**config.mk**
```make
export PLATFORM = sky130hd
export DESIGN_NAME = secded8_codec
export DESIGN_NICKNAME = d
export VERILOG_FILES = /design/src/rtl/secded_pkg.sv /design/src/rtl/secded_ctrl.sv /design/src/rtl/secded_datapath.sv /design/src/rtl/secded8_codec.sv
export SDC_FILE = /design/constraint.sdc
export NUM_CORES = 1
export LEC_CHECK = 0
export ABC_AREA = 1
export BUFFER_PORTS_ARGS = -buffer_cell sky130_fd_sc_hd__buf_2
export CAP_MARGIN = 40
export CORE_MARGIN = 1
export CORE_UTILIZATION = 45
export CTS_CLUSTER_DIAMETER = 60
export DETAILED_ROUTE_END_ITERATION = 6
export PLACE_DENSITY = 0.75
export SLEW_MARGIN = 25
export SYNTH_ARGS = -nofsm -noshare
export SYNTH_HDL_FRONTEND = slang
export SYNTH_SLANG_ARGS = --single-unit
```
**constraint.sdc**
```tcl
create_clock -name clk -period 6.5 [get_ports clk]
set_input_delay 1.95 -clock clk [delete_from_list [all_inputs] [get_ports clk]]
set_output_delay 1.95 -clock clk [all_outputs]
set_load 0.005 [all_outputs]
```
**src/rtl/secded_pkg.sv**
```systemverilog
package secded_pkg;

  typedef enum logic [1:0] {
    ST_CLEAN  = 2'd0,
    ST_FIXED  = 2'd1,
    ST_CHECK  = 2'd2,
    ST_UNCORR = 2'd3
  } decStatus_e;

  // strobes from control to datapath
  typedef struct packed {
    logic       load;
    logic       fixData;
    decStatus_e status;
  } decCtrl_t;

  // smallest k with 2^k >= d + k + 1
  function automatic int chkBits(int d);
    int k;
    k = 1;
    while ((1 << k) < d + k + 1) k++;
    return k;
  endfunction

  // Hamming position of data bit k: k-th position that is not a power of two
  function automatic int dataPos(int k);
    int cnt;
    int res;
    cnt = 0;
    res = 0;
    for (int p = 1; p < 64; p++) begin
      if ((p & (p - 1)) != 0) begin
        if (cnt == k) res = p;
        cnt++;
      end
    end
    return res;
  endfunction

endpackage

```
**src/rtl/secded_ctrl.sv**
```systemverilog
module secded_ctrl
  import secded_pkg::*;
#(
  parameter int CHK_W = 4,
  parameter int HAM_W = 12
) (
  input  logic             clk,
  input  logic             rstN,
  input  logic             inValid,
  input  logic [CHK_W-1:0] syndrome,
  input  logic             parityErr,
  output decCtrl_t         ctrlStrb,
  output logic             outValid
);

  logic synNz;
  logic synSingle;
  logic synInRange;

  assign synNz      = |syndrome;
  assign synSingle  = ($countones(syndrome) == 1);
  assign synInRange = (int'(syndrome) <= HAM_W);

  always_comb begin
    ctrlStrb.load    = inValid;
    ctrlStrb.fixData = 1'b0;
    ctrlStrb.status  = ST_CLEAN;
    if (!synNz) begin
      // only the overall parity bit can be wrong here
      ctrlStrb.status = parityErr ? ST_CHECK : ST_CLEAN;
    end else if (!parityErr) begin
      ctrlStrb.status = ST_UNCORR;
    end else if (synSingle) begin
      ctrlStrb.status = ST_CHECK;
    end else if (!synInRange) begin
      ctrlStrb.status = ST_UNCORR;
    end else begin
      ctrlStrb.status  = ST_FIXED;
      ctrlStrb.fixData = 1'b1;
    end
  end

  always_ff @(posedge clk) begin
    if (!rstN) outValid <= 1'b0;
    else       outValid <= inValid;
  end

endmodule

```
**src/rtl/secded_datapath.sv**
```systemverilog
module secded_datapath
  import secded_pkg::*;
#(
  parameter int DATA_W = 8,
  parameter int CHK_W  = 4,
  parameter int HAM_W  = 12,
  parameter int WORD_W = 13
) (
  input  logic              clk,
  input  logic              rstN,
  input  logic [DATA_W-1:0] encData,
  output logic [WORD_W-1:0] encWord,
  input  logic [WORD_W-1:0] inWord,
  input  decCtrl_t          ctrlStrb,
  output logic [CHK_W-1:0]  syndrome,
  output logic              parityErr,
  output logic [DATA_W-1:0] outData,
  output decStatus_e        outStatus
);

  function automatic logic [HAM_W:1] coverMask(int j);
    logic [HAM_W:1] m;
    for (int p = 1; p <= HAM_W; p++) m[p] = ((p >> j) & 1) != 0;
    return m;
  endfunction

  // ---------------- encoder ----------------
  logic [HAM_W:1]   dataSpread;
  logic [CHK_W-1:0] encChk;
  logic [HAM_W:1]   encHam;

  for (genvar k = 0; k < DATA_W; k++) begin : g_spread
    localparam int POS = dataPos(k);
    assign dataSpread[POS] = encData[k];
  end

  for (genvar j = 0; j < CHK_W; j++) begin : g_chk
    localparam int CPOS = 1 << j;
    localparam logic [HAM_W:1] MASK = coverMask(j);
    assign dataSpread[CPOS] = 1'b0;
    assign encChk[j]        = ^(dataSpread & MASK);
  end

  always_comb begin
    encHam = dataSpread;
    for (int j = 0; j < CHK_W; j++) encHam[1 << j] = encChk[j];
  end

  assign encWord = {^encHam, encHam};

  // ---------------- decoder ----------------
  logic [HAM_W:1]    rxHam;
  logic [HAM_W:1]    flipMask;
  logic [HAM_W:1]    fixHam;
  logic [DATA_W-1:0] decData;

  assign rxHam     = inWord[HAM_W-1:0];
  assign parityErr = ^inWord;

  for (genvar j = 0; j < CHK_W; j++) begin : g_syn
    localparam logic [HAM_W:1] MASK = coverMask(j);
    assign syndrome[j] = ^(rxHam & MASK);
  end

  always_comb begin
    for (int p = 1; p <= HAM_W; p++)
      flipMask[p] = ctrlStrb.fixData && (int'(syndrome) == p);
  end

  assign fixHam = rxHam ^ flipMask;

  for (genvar k = 0; k < DATA_W; k++) begin : g_gather
    localparam int POS = dataPos(k);
    assign decData[k] = fixHam[POS];
  end

  always_ff @(posedge clk) begin
    if (!rstN) begin
      outData   <= '0;
      outStatus <= ST_CLEAN;
    end else if (ctrlStrb.load) begin
      outData   <= decData;
      outStatus <= ctrlStrb.status;
    end
  end

endmodule

```
**src/rtl/secded8_codec.sv**
```systemverilog
module secded8_codec
  import secded_pkg::*;
#(
  parameter int DATA_W = 8,
  localparam int CHK_W  = chkBits(DATA_W),
  localparam int HAM_W  = DATA_W + CHK_W,
  localparam int WORD_W = HAM_W + 1
) (
  input  logic              clk,
  input  logic              rstN,
  input  logic [DATA_W-1:0] encData,
  output logic [WORD_W-1:0] encWord,
  input  logic              inValid,
  input  logic [WORD_W-1:0] inWord,
  output logic              outValid,
  output logic [DATA_W-1:0] outData,
  output logic              outClean,
  output logic              outFixed,
  output logic              outCheck,
  output logic              outUncorr
);

  decCtrl_t         ctrlStrb;
  logic [CHK_W-1:0] syndrome;
  logic             parityErr;
  decStatus_e       outStatus;

  secded_ctrl #(.CHK_W(CHK_W), .HAM_W(HAM_W)) ctrl_i (
    .clk       (clk),
    .rstN      (rstN),
    .inValid   (inValid),
    .syndrome  (syndrome),
    .parityErr (parityErr),
    .ctrlStrb  (ctrlStrb),
    .outValid  (outValid)
  );

  secded_datapath #(
    .DATA_W (DATA_W),
    .CHK_W  (CHK_W),
    .HAM_W  (HAM_W),
    .WORD_W (WORD_W)
  ) dp_i (
    .clk       (clk),
    .rstN      (rstN),
    .encData   (encData),
    .encWord   (encWord),
    .inWord    (inWord),
    .ctrlStrb  (ctrlStrb),
    .syndrome  (syndrome),
    .parityErr (parityErr),
    .outData   (outData),
    .outStatus (outStatus)
  );

  assign outClean  = outValid && (outStatus == ST_CLEAN);
  assign outFixed  = outValid && (outStatus == ST_FIXED);
  assign outCheck  = outValid && (outStatus == ST_CHECK);
  assign outUncorr = outValid && (outStatus == ST_UNCORR);

endmodule

```
==> results.toml <==
[status]
status = "finished clean"

[floorplan]
rows = 21
die_y_um = 61.33
dieWidth_um = 61.33
dieArea_sq_um = 3761
initial_core_util_pct = 47.10
pin_count = 50
core_sq_um = 3363

[power_and_ir_drop]
leakagePower_uw = 0.001094
power.density_nw_per_um2 = 177.4
ir_drop_mv = 0.07456

[sta]
setup_viol = 0
hold_viol_final = 0
period_needed_ns = 5.135
tightest_slew_ns = 0.4322
fin_crit_sh_pct = 79.00
clock.fmax_ghz = 0.1947
drv_slew = 0
rsz0062_at_grt = "false"
tns_ns = 0
fin_skew_ns = 0
relSlewSlack_pct = 71.12

[place]
dp_hpwl_um = 2674
io_buffers = 49
gp_congestion = 0.8177

[worst_setup_path]
slowest_stage = "xnor2_1"
critical_path_required_ns = 4.55
critPathTopFamily = "XOR/XNOR gates"
critical_path_arrival_ns = 3.19
path_buf_inv = 2
cp_max_fo = 2
cp-end-kind = "primary output"
criticalPathCategory = "in2out"
crit_chain = "buf_2 -> xnor2_1 -> xor2_1 -> xor2_1 -> xor2_1 -> xor2_1 -> buf_2"
crit_path_start_kind = "input pin"
slowest_delay_ns = 0.25
cpMostUsedCell = "xor2_1"

[flow_run]
cap_viol_max_count = 0

[logic_synthesis]
synth_area_sq_um = 1584
ys_warn_count = 0
yosys.area.top_type = "nand2_1"
ys_types = 25
netlist.area_leader.share_pct = 23.46
synth_ff_type = "dfxtp_1"
synth_edf_count = 0
ys_seq_elements = 11
yosysSeqAreaShare_pct = 13.90
synth.net_count = 308
netlist_instances = 278
yosysMostFrequentCell = "nand2_1"
ys_top_cells_by_count = "nand2_1 (99), inv_1 (39), nor2_1 (30), nand3_1 (22), xor2_1 (13)"
syn_area_per_cell_sq_um = 5.698
async_flop_share_pct = 0
ys_top_cells_by_area = "nand2_1 (23%), dfxtp_1 (14%), inv_1 (9.2%), xor2_1 (7.2%), nor2_1 (7.1%)"

[routing]
drtAntennaViolNets = 0
routed_wl_um = 3241
post_drt_wl_per_cell_um = 8.953
drtIter0Drc = 39
vias = 1642
viasPerCell = 4.536
first_pass_iters = 4
remaining_drc_errors = 0

[finish]
area_growth_syn_to_layout_pct = 13.51
fin_util_pct = 53.46
drive_above_1_share_pct = 21.20
n_antenna_cell = 0
nets = 347

[clock_network]
cts_buffers = 3
clkLatencyLatePin_ns = 0.26
ctsHoldBuffers = 0
cts-root-buf = "clkbuf_4"
cts_sinks = 11
tritoncts = "built"
cts_max_level = 1
path_clk_slew_ns = 0.06
post_cts_buffers = 0
post_cts_resized = 0
clock_path_buffers = 2

[global_route]
antenna_found_initial = 0
grt_pass1_vias = 1308
grt_usage_pct = 18.21
grt_max_degree = 20
grt_pass1_wl_um = 5230
grt_remaining_overflow = 0

[worst_hold_path]
min_path_type = "reg2reg"
## layout make-up
class / count / area [sq um]
Clock buffer: 4 / 26.28
Fill cell: 388 / 1565
Inverter: 44 / 165.2
Multi-Input combinational cell: 208 / 1084
Sequential cell: 11 / 220.2
Tap cell: 46 / 57.56
Timing Repair Buffer: 49 / 245.2
## layer usage
metal,part of all wire [%],GRT usage (%),up-vias
met4,0,1.905,0
met5,0,0,-
li1,-,-,909
met1,48,23.92,694
met3,3.8,3.782,0
met2,48,31.83,39
## report_power, final
group          internal, uW  total, uW  switching [uW]
Combinational          71.2        194             123
Sequential             74.6       79.4            4.78
Clock                  23.7       45.4            21.7
Total                   170        319             149
## logic make-up after synthesis
group,Yosys count,synth area share [%]
simple gates,173,47.39
buf+inv,59,17.69
xor+xnor,24,13.27
flops,11,13.90
fa+ha+maj,6,5.213
compound gates,5,2.528
## stage by stage
stage | cells | hold WS (ns) | power, uW | setup WS [ns] | cell area (sq um)
floorplan | 278 | 0.4722 | 237.8 | 1.568 | 1584
global placement | 358 | 0.4910 | 270.0 | 1.371 | 1772
detailed placement | 358 | 0.4995 | 275.8 | 1.343 | 1772
CTS | 362 | 0.5090 | 322.4 | 1.341 | 1798
global route | 362 | 0.5359 | 355.9 | 1.219 | 1798
finish | 362 | 0.5137 | 319.0 | 1.365 | 1798
## tightest hold or removal path, stage by stage (launching register included)
cell     delay (ns)
dfxtp_1        0.34
nand2_1        0.07
a21oi_1        0.06
## state kept, by name (all words and copies together), names as in the netlist
register,flops
ctrl_i.outValid,1
dp_i.outStatus,2
dp_i.outData,8
## path summary, 6_finish.rpt
path	start	to	slack [ns]	cells past startpoint
worst max register to register	dp_i.outStatus[0]	dp_i.outStatus[0]	5.85	2
worst min-delay path	dp_i.outStatus[0]	dp_i.outStatus[0]	0.51	2
worst min register to register	dp_i.outStatus[0]	dp_i.outStatus[0]	0.51	2
worst max-delay path	encData[2]	encWord[12]	1.36	7
## placed cells by master (no fill, tap or decap), types with 2 or more instances in the layout
master / n
a21oi_1: 3
buf_2: 49
clkbuf_4: 3
dfxtp_1: 11
ha_1: 5
inv_1: 39
inv_2: 4
nand2_1: 99
nand2_2: 5
nand2_4: 2
nand3_1: 22
nand4_1: 8
nor2_1: 30
nor2_4: 2
nor3_1: 4
xnor2_1: 11
xor2_1: 13
Note: power is estimated with default switching activity, not from simulation.
